**src/rtl/autocfg_pkg.sv**
```systemverilog
package autocfg_pkg;

    localparam logic [7:0] OFF_TYPE_HI  = 8'h00;
    localparam logic [7:0] OFF_TYPE_LO  = 8'h02;
    localparam logic [7:0] OFF_MFG_A0   = 8'h10;
    localparam logic [7:0] OFF_MFG_A1   = 8'h12;
    localparam logic [7:0] OFF_MFG_B0   = 8'h14;
    localparam logic [7:0] OFF_MFG_B1   = 8'h16;
    localparam logic [7:0] OFF_BASE     = 8'h48;
    localparam logic [7:0] OFF_QUIET_LO = 8'h4C;
    localparam logic [7:0] OFF_QUIET_HI = 8'h4F;

    localparam logic [3:0] NYB_TYPE  = 4'hE;
    localparam logic [3:0] NYB_MFG_A = 4'hA;
    localparam logic [3:0] NYB_MFG_B = 4'hB;
    localparam logic [3:0] NYB_BLANK = 4'hF;

    typedef struct packed {
        logic       visible;
        logic       configured;
        logic [7:0] base;
    } cfg_state_t;

    typedef struct packed {
        logic        ack;
        logic [15:0] rdata;
    } resp_t;

    function automatic logic [3:0] size_code(input int mb);
        case (mb)
            1:       size_code = 4'h5;
            2:       size_code = 4'h6;
            4:       size_code = 4'h7;
            8:       size_code = 4'h0;
            default: size_code = 4'hF;
        endcase
    endfunction

    function automatic logic ram_fitted(input int mb);
        ram_fitted = (mb == 1) || (mb == 2) || (mb == 4) || (mb == 8);
    endfunction

endpackage

```
**src/rtl/autocfg_idrom.sv**
```systemverilog
module autocfg_idrom
    import autocfg_pkg::*;
#(
    parameter logic [3:0] SIZE_NYB = 4'h6
) (
    input  logic [7:0] offset,
    output logic [3:0] nybble
);

    always_comb begin
        case (offset)
            OFF_TYPE_HI:             nybble = NYB_TYPE;
            OFF_TYPE_LO:             nybble = SIZE_NYB;
            OFF_MFG_A0, OFF_MFG_A1:  nybble = NYB_MFG_A;
            OFF_MFG_B0, OFF_MFG_B1:  nybble = NYB_MFG_B;
            default:                 nybble = NYB_BLANK;
        endcase
    end

endmodule

```
**src/rtl/autocfg_ctrl.sv**
```systemverilog
module autocfg_ctrl
    import autocfg_pkg::*;
#(
    parameter bit FITTED = 1'b1
) (
    input  logic       clk,
    input  logic       rst_n,
    input  logic       wr_hit,
    input  logic [7:0] offset,
    input  logic [7:0] wdata_hi,
    output logic       visible,
    output logic       configured,
    output logic [7:0] base
);

    cfg_state_t st_d, st_q;
    logic       is_base_wr;
    logic       is_quiet_wr;

    always_comb begin
        is_base_wr  = wr_hit && (offset == OFF_BASE);
        is_quiet_wr = wr_hit && (offset >= OFF_QUIET_LO) && (offset <= OFF_QUIET_HI);
        st_d = st_q;
        if (is_base_wr) begin
            st_d.base       = wdata_hi;
            st_d.configured = 1'b1;
            st_d.visible    = 1'b0;
        end
        if (is_quiet_wr) begin
            st_d.visible = 1'b0;
        end
    end

    always_ff @(posedge clk or negedge rst_n) begin
        if (!rst_n) begin
            st_q.visible    <= FITTED;
            st_q.configured <= 1'b0;
            st_q.base       <= '0;
        end else begin
            st_q <= st_d;
        end
    end

    assign visible    = st_q.visible;
    assign configured = st_q.configured;
    assign base       = st_q.base;


    cfg_sticky_chk: assert property (@(posedge clk) disable iff (!rst_n)
        st_q.configured |=> st_q.configured);


    base_hold_chk: assert property (@(posedge clk) disable iff (!rst_n)
        st_q.configured |=> $stable(st_q.base));


    hidden_stays_chk: assert property (@(posedge clk) disable iff (!rst_n)
        !st_q.visible |=> !st_q.visible);

endmodule

```
**src/rtl/autocfg_responder.sv**
```systemverilog
module autocfg_responder
    import autocfg_pkg::*;
#(
    parameter int RAM_MB = 2
) (
    input  logic        clk,
    input  logic        rst_n,
    input  logic        strobe,
    input  logic        we,
    input  logic [6:0]  addr_hi,
    input  logic [7:0]  wr_data_hi,
    output logic [15:0] rd_data,
    output logic        responded,
    output logic        configured,
    output logic [7:0]  base_addr
);

    localparam logic [3:0] SIZE_NYB = size_code(RAM_MB);
    localparam bit         FITTED   = ram_fitted(RAM_MB);
    localparam logic [11:0] PAD     = '1;

    logic [7:0] offset;
    logic [3:0] nybble;
    logic       visible;
    logic       hit;
    resp_t      resp_d, resp_q;

    assign offset = {addr_hi, 1'b0};
    assign hit    = strobe && visible;

    autocfg_idrom #(.SIZE_NYB(SIZE_NYB)) u_idrom (
        .offset (offset),
        .nybble (nybble)
    );

    autocfg_ctrl #(.FITTED(FITTED)) u_ctrl (
        .clk        (clk),
        .rst_n      (rst_n),
        .wr_hit     (hit && we),
        .offset     (offset),
        .wdata_hi   (wr_data_hi),
        .visible    (visible),
        .configured (configured),
        .base       (base_addr)
    );

    always_comb begin
        resp_d.ack   = hit;
        resp_d.rdata = (hit && !we) ? {nybble, PAD} : 16'h0000;
    end

    always_ff @(posedge clk or negedge rst_n) begin
        if (!rst_n) begin
            resp_q <= '0;
        end else begin
            resp_q <= resp_d;
        end
    end

    assign responded = resp_q.ack;
    assign rd_data   = resp_q.rdata;


    ack_after_strobe_chk: assert property (@(posedge clk) disable iff (!rst_n)
        responded |-> $past(strobe));


    silent_when_hidden_chk: assert property (@(posedge clk) disable iff (!rst_n)
        responded |-> $past(visible));


    pad_ones_chk: assert property (@(posedge clk) disable iff (!rst_n)
        (responded && $past(!we)) |-> (rd_data[11:0] == 12'hFFF));

endmodule

```
**config.mk**
```make
export PLATFORM = sky130hd
export DESIGN_NAME = autocfg_responder
export DESIGN_NICKNAME = d
export VERILOG_FILES = /design/src/rtl/autocfg_pkg.sv /design/src/rtl/autocfg_idrom.sv /design/src/rtl/autocfg_ctrl.sv /design/src/rtl/autocfg_responder.sv
export SDC_FILE = /design/constraint.sdc
export NUM_CORES = 1
export LEC_CHECK = 0
export CELL_PAD_IN_SITES_DETAIL_PLACEMENT = 0
export CELL_PAD_IN_SITES_GLOBAL_PLACEMENT = 1
export CORE_MARGIN = 5
export CORE_UTILIZATION = 25
export DETAILED_ROUTE_END_ITERATION = 6
export PLACE_DENSITY = 0.87
export SYNTH_ARGS = -nofsm -noshare
export SYNTH_HDL_FRONTEND = slang
export SYNTH_SLANG_ARGS = --single-unit
```
**constraint.sdc**
```tcl
create_clock -name clk -period 1.4 [get_ports clk]
set_input_delay 0.14 -clock clk [delete_from_list [all_inputs] [get_ports clk]]
set_output_delay 0.14 -clock clk [all_outputs]
set_load 0.005 [all_outputs]
```
Word level (Yosys, flattened, before mapping)

Cells that the tools add are included.

Register bits after elaboration: 27
Word-level logic and storage cells: 28

Order comparisons: 2
Equal/unequal tests: 6
Mux-type cells: 4
Reduce and logical (&&, ||, !) cells: 11

Operators with widths:

| kind                 | number |
|---|---|
| $eq A7 B4 Y1 const B | 4 |
| $mux W16             | 1 |
| $pmux W4 S4          | 1 |
| $mux W10             | 1 |
| $ge A8 B7 Y1 const B | 1 |
| $le A8 B7 Y1 const B | 1 |
| $logic_not A8 Y1     | 1 |
| $eq A7 B1 Y1 const B | 1 |
| $eq A7 B6 Y1 const B | 1 |
| $logic_and A1 B1 Y1  | 6 |
| $reduce_or A2 Y1     | 2 |
| $reduce_bool A2 Y1   | 1 |
| $logic_not A1 Y1     | 1 |
| $mux W1              | 1 |

Depth between registers and ports, before layout

Gate-level depths: netlist of the first run.

Depth in word-level cells: 5
Mapped depth: 3
Mapped depth without buffers: 3

By module

A second synthesis of the first run with hierarchy kept.

Cells, all modules: 59
Area total of the unflattened synthesis: 775.7 µm²

By module, submodules not included:

| module            | times used | cells an instance | area each (µm²) | seq. area each (µm²) |
|---|---|---|---|---|
| autocfg_ctrl      | 1          | 26                | 421.7           | 251.5 |
| autocfg_responder | 1          | 25                | 301.5           | 150.1 |
| autocfg_idrom     | 1          | 8                 | 52.6            | 0.0 |

Worst setup path before layout of the first run

No wires, ideal clock.

Path kind: register to register
Start point: reg u_ctrl.visible (netlist name)
End point: reg u_ctrl.base[0] (netlist name)
Library setup time: 0.125 ns
Arrival time: 1.088 ns
Setup slack: 0.188 ns
Cell stages (with the launch flop): 4
Path buffers: 0
Clock period less this slack: 1.212 ns
Cells stage by stage: dfstp_2 nand2_1 nand4b_4 mux2_2

Longest elaborated chain between the ends: 3

Ends and longest elaborated chain:

| what                | RTL line                | source |
|---|---|---|
| $logic_and A1 B1 Y1 | autocfg_responder.sv:29 | `assign hit = strobe && visible;` |
| $logic_and A1 B1 Y1 | autocfg_responder.sv:39 | `.wr_hit (hit && we),` |
| $logic_and A1 B1 Y1 | autocfg_ctrl.sv:21      | `is_base_wr = wr_hit && (offset == OFF_BASE);` |

Every way passes these cells.
A chain may end at the register's enable or synchronous reset.

Worst setup path after layout of the first run

Start point: reg u_ctrl.visible (netlist name)
End point: reg u_ctrl.base[1] (netlist name)

Longest elaborated chain between the ends: 3

Ends and longest elaborated chain:

| what                | RTL line |
|---|---|
| $logic_and A1 B1 Y1 | autocfg_responder.sv:29 |
| $logic_and A1 B1 Y1 | autocfg_responder.sv:39 |
| $logic_and A1 B1 Y1 | autocfg_ctrl.sv:21 |

Every way passes these cells.

==> results.toml, run 1 <==
[outcome]
status = "finished, final reports clean"

[sta]
worstMarginPinSlew_ns = 0.382
rsz0062_at_grt = "no"
hold_viol_final = 0
holdWs_ns = 0.135
tns_ns = 0
slew_viol_final = 0
min_period_over_period_pct = 92.2
relSlewSlack_pct = 74.3
finClkSkew_ns = 0.00490
fmax_mhz = 774
finalCriticalPeriod_ns = 1.29
setup_violations = 0

[grt]
overflow = 0
grt_max_degree = 10
track_usage_pct = 8.32
grt_pass1_wl_microns = 2300
antenna_found_initial = 0
grt_pass1_vias = 535

[synthesis]
synth_commonest_cells = "dfrtp_1 (14), buf_4 (12), mux2_2 (8)"
syn_area_sq_um = 674
yosysTopAreaCell = "dfrtp_1"
synth_seq_cells = 15
synth_edf_count = 0
syn_nets = 72
synth-seq-area-share_pct = 55.8
yosys_warnings = 0
synth_flop_cell = "dfrtp_1"
synth_top_cell_area_share_pct = 51.9
synthCells = 53
async_reset_ff_share_pct = 100
synth_area_per_cell_sq_um = 12.7
ys_types = 17
yosys-top-cells-area = "dfrtp_1 (52%), buf_4 (13%), mux2_2 (13%)"
synth_most_common_cell = "dfrtp_1"

[route]
firstDrtPassIters = 3
initialDrtViolationCount = 4
viasPerCell = 4.18
ant_nets = 0
dr_total_vias = 527
wirelength_microns = 1540
drc = 0
wire_per_inst_microns = 12.2

[cts]
cts_max_level = 1
cts_buffers = 3
ctsLongestPathBuffers = 2
clk_pin_slew_worst_paths_ns = 0.09
clk_latency_ns = 0.27
clock_sinks = 15
root_buffer = "clkbuf_4"
cts_hold_buffers = 0
cts_tree = "built"

[setup_path]
cp_data_required_time_ns = 1.56
cp-end-kind = "register"
worst_setup_path_start_kind = "register"
worstReg2RegStart = "u_ctrl.visible"
rrSetupSlack_ns = 0.11
max_stage_delay_ns = 0.54
worstPathCellList = "nand2_1, nand4b_4, mux2_2"
critPathMaxFanout = 9
cp_data_arrival_time_ns = 1.46
worstSetupPathType = "register to register"
crit_slowest_cell = "dfstp_2"
r2r-end = "u_ctrl.base[1]"
worstRegToRegCells = 3

[floorplanning]
core_area_sq_um = 2520
die_h_microns = 61.9
die_area_sq_um = 3840
initial_core_util_pct = 26.7
floorplan.rows = 18
boundaryPins = 45
die_x_microns = 61.9

[finish]
drive_gt1_share_pct = 25.0
final_core_util_pct = 44.7
final_nets = 116
diodes = 0
synthToLayoutAreaGrowth_pct = 67.2
instances_no_fill = 126

[pwr]
power_density_nw_per_um2 = 822
ir_worst_vdd_v = 0.000397
power_uw = 926
p_leak_uw = 0.000595

[place]
portBuffers = 44
dp.cells = 120
dp_hpwl_microns = 1320
gp_congestion = 0.765

[worst_hold_path]
hold_class = "input pin to asynchronous set/reset pin"

[job]
drv_cap = 0
[cells by family (layout without fill, tap and decap cells)]
logic type	after synthesis	in the layout	share of synthesized area, %
flip-flops	15	15	55.8
AO/OA/AOI/OAI	3	3	2.97
AND/OR/NAND/NOR	11	11	12.2
multiplexers	8	8	13.4
buffers and inverters	16	59	15.6
[routing by layer]
layer | vias up | global-route usage (%) | part of all wire, %
met1 | 246 | 8.30 | 33
met3 | 0 | 3.72 | 13
met5 | - | 0 | 0
met2 | 26 | 15.7 | 54
met4 | 0 | 1.82 | 0
li1 | 255 | - | -
[critical path, delay by kind of cell, from the launching register on]
kind / cells / cell delay [ns]
DFF: 1 / 0.54
muxes: 1 / 0.33
and+or+nand+nor: 2 / 0.32
[flip-flops by register name, summed over array words and instances, names as in the netlist]
| signal | cells |
|---|---|
| rd_data | 4 |
| responded | 1 |
| u_ctrl.base | 8 |
| u_ctrl.configured | 1 |
| u_ctrl.visible | 1 |
[per-stage QoR]
| stage | worst slack (ns) | cell area [sq um] |
|---|---|---|
| after global routing | 0.0551 | 1130 |
| after global placement | -0.118 | 1100 |
| after CTS | 0.0983 | 1130 |
| after detailed placement | -0.168 | 1100 |
| final | 0.109 | 1130 |
| after floorplan | 0.188 | 674 |
[report_power, final]
| group | internal, uW | switching [uW] | total [uW] |
|---|---|---|---|
| Clock | 106 | 130 | 236 |
| Combinational | 143 | 68.5 | 211 |
| Sequential | 466 | 12.6 | 479 |
| Total | 715 | 212 | 926 |
[worst max-delay path by stage]
stage | depth (start not counted) | start | slack, ns | end
after floorplan | 3 | u_ctrl.visible | 0.19 | u_ctrl.base[0]
after global placement | 4 | addr_hi[2] | -0.12 | u_ctrl.base[7]
after detailed placement | 4 | addr_hi[2] | -0.17 | u_ctrl.base[1]
after CTS | 1 | u_ctrl.base[4] | 0.1 | base_addr[4]
after global routing | 3 | u_ctrl.visible | 0.06 | u_ctrl.base[1]
final | 3 | u_ctrl.visible | 0.11 | u_ctrl.base[1]
[layout make-up]
| class | count | area (sq um) |
|---|---|---|
| clock buffer | 3 | 22.5 |
| multi-input combinational | 22 | 193 |
| inverter | 4 | 15.0 |
| clock inverter | 1 | 5.00 |
| fill | 253 | 1400 |
| tap | 30 | 37.5 |
| timing repair buffer | 51 | 477 |
| sequential | 15 | 378 |
[cell usage in the layout, fill, tap and decap left out, types with 3 or more instances in the layout]
master	netlist	final
dlygate4sd2_1	0	13
clkbuf_4	0	3
clkdlybuf4s50_1	0	31
inv_1	4	4
nor2_1	3	3
dfrtp_1	14	13
mux2_2	8	8
buf_4	12	7
[what timing repair did]
action | 4_1_cts | 5_1_grt
buffers inserted | 2 | 0
gates resized for setup | 16 | 0
endpoints found under the setup margin | 13 | 0
No activity file was read; power rests on OpenSTA's default activity.
==> inputs of run 2 (changes only) <==
Settings changed: CTS_CLUSTER_DIAMETER set to 150.
==> results of run 2 <==
The final DEF is identical to that of run 1; final timing and power are the same.
==> inputs of run 3 (changes only) <==
Settings changed: ABC_AREA set to 1, PLACE_DENSITY 0.87 to 0.86.
==> run 3 against run 2 <==
Sequential share of layout area decreased by 2.5 points. Register-to-register slack improved by 0.06 ns. First-iteration DRC count rose to 3.0 times the previous value. Die area grew 12%. Design area rose by 8.2%. Via count rose by 30%. Worst hold slack gained 0.036 ns. Critical endpoint is now base_addr[3]. Power is 17% lower.
==> results.toml, run 3 <==
[outcome]
status = "finished, final reports clean"

[floorplanning]
initial_core_util_pct = 25.7
die_area_sq_um = 4300
die_x_microns = 65.6
core_area_sq_um = 3000
die_h_microns = 65.6
boundaryPins = 45
floorplan.rows = 20

[sta]
tns_ns = 0
hold_viol_final = 0
slew_viol_final = 0
finalCriticalPeriod_ns = 1.28
min_period_over_period_pct = 91.6
finClkSkew_ns = 0.00200
rsz0062_at_grt = "no"
worstMarginPinSlew_ns = 0.227
setup_violations = 0
fmax_mhz = 780
relSlewSlack_pct = 84.8
holdWs_ns = 0.171

[finish]
final_common_cell = "clkdlybuf4s50_1"
final_core_util_pct = 40.6
regMostFlops = "u_ctrl.base"
drive_gt1_share_pct = 14.1
final_nets = 148
largest_reg_flops = 8
final_cell_mix = "clkdlybuf4s50_1 (31), nand2_1 (23), dlygate4sd2_1 (13), dfrtp_1 (13), inv_1 (9)"
diodes = 0
synthToLayoutAreaGrowth_pct = 58.0

[cts]
clk_latency_ns = 0.27
ctsLongestPathBuffers = 2
clk_pin_slew_worst_paths_ns = 0.08
cts_max_level = 1
clock_sinks = 15
cts_hold_buffers = 0
cts_buffers = 3
cts_tree = "built"
root_buffer = "clkbuf_4"

[grt]
overflow = 0
grt_max_degree = 16
grt_pass1_vias = 646
antenna_found_initial = 0
grt_pass1_wl_microns = 2830
track_usage_pct = 8.66

[setup_path]
rrSetupSlack_ns = 0.17
cp-end-kind = "output port"
crit_family = "buffers and inverters"
worstReg2RegStart = "u_ctrl.visible"
cp_num_buf_inv = 1
critPathMaxFanout = 2
worst_setup_path_start_kind = "register"
crit_start = "u_ctrl.base[3]"
worstRegToRegCells = 5
cp_data_required_time_ns = 1.26
worst-path-stages = 1
crit_slowest_cell = "clkdlybuf4s50_1"
worstSetupPathType = "register to output port"
worstPathCellList = "clkdlybuf4s50_1"
max_stage_delay_ns = 0.50
cp_data_arrival_time_ns = 1.14

[pwr]
ir_worst_vdd_v = 0.000201
power_density_nw_per_um2 = 629
p_leak_uw = 0.000656

[synthesis]
async_reset_ff_share_pct = 100
synth_area_per_cell_sq_um = 8.98
yosysTopAreaCell = "dfrtp_1"
ys_types = 17
synth_most_common_cell = "nand2_1"
syn_area_sq_um = 772
synth_top_cell_area_share_pct = 45.4
synthCells = 86
yosys_warnings = 0
synth_seq_cells = 15
syn_nets = 105
synth_flop_cell = "dfrtp_1"
synth_commonest_cells = "nand2_1 (23), dfrtp_1 (14), buf_4 (12)"
synth-seq-area-share_pct = 48.8
synth_edf_count = 0
yosys-top-cells-area = "dfrtp_1 (45%), buf_4 (12%), nand2_1 (11%)"

[route]
wire_per_inst_microns = 11.0
wirelength_microns = 1770
dr_total_vias = 684
initialDrtViolationCount = 12
drc = 0
ant_nets = 0
firstDrtPassIters = 5
viasPerCell = 4.25

[place]
portBuffers = 44
dp_hpwl_microns = 1520
gp_congestion = 0.688

[worst_hold_path]
hold_class = "input pin to asynchronous set/reset pin"

[job]
drv_cap = 0
run 3: changes by cell type after synthesis, moves of 3 or more:
| cell | before | now |
|---|---|---|
| nand3_1 | 0 | 3 |
| nand2_1 | 1 | 23 |
| nor2_1 | 3 | 6 |
| inv_1 | 4 | 9 |
| nand4_1 | 0 | 8 |
| mux2_2 | 8 | 0 |
run 3: where the power goes:
group / switching, uW / internal [uW]
Clock: 125 / 110
Combinational: 42.1 / 57.3
Sequential: 0 / 433
run 3: worst paths after layout:
| check | endpoint |
|---|---|
| setup reg to reg | u_ctrl.base[2] |
| hold / removal | rd_data[12] |
| max in group asynchronous | u_ctrl.visible |
| hold reg to reg | u_ctrl.visible |
| setup / recovery | base_addr[3] |
| min in group clk | u_ctrl.base[7] |
run 3: area by class of cell:
class | count | area [sq um]
Fill cell | 323 | 1780
Sequential cell | 15 | 378
Clock buffer | 4 | 26.3
Tap cell | 33 | 41.3
Timing Repair Buffer | 50 | 469
Multi-Input combinational cell | 49 | 268
Inverter | 10 | 37.5
run 3: routing by layer:
| metal | vias to the layer above | GRT usage (%) | wire length, microns |
|---|---|---|---|
| met5 | - | 0 | 0 |
| met4 | 0 | 5.44 | 26 |
| met3 | 4 | 0.855 | 81 |
| met2 | 29 | 15.9 | 941 |
| met1 | 299 | 9.39 | 722 |
| li1 | 352 | - | - |
run 3: per-stage QoR:
stage | power [uW] | setup WS [ns] | area [sq um] | instances
global route | 813 | 0.0498 | 1220 | 161
global placement | 541 | 0.0665 | 1190 | 154
floorplan | 466 | 0.297 | 772 | 86
detailed placement | 542 | 0.0137 | 1190 | 154
CTS | 781 | 0.0931 | 1220 | 161
finish | 767 | 0.118 | 1220 | 161
run 3: kinds of logic (layout without fill, tap and decap cells):
family / after synthesis / in the layout / share of synthesized area (%)
flip-flops: 15 / 15 / 48.8
AND/OR/NAND/NOR: 47 / 47 / 33.1
AO/OA/AOI/OAI: 2 / 2 / 1.62
buffers and inverters: 22 / 64 / 16.5
run 3: what timing repair did:
action,4_1_cts,5_1_grt
endpoints found under the setup margin,13,0
buffers inserted,3,0
resized for setup,16,0
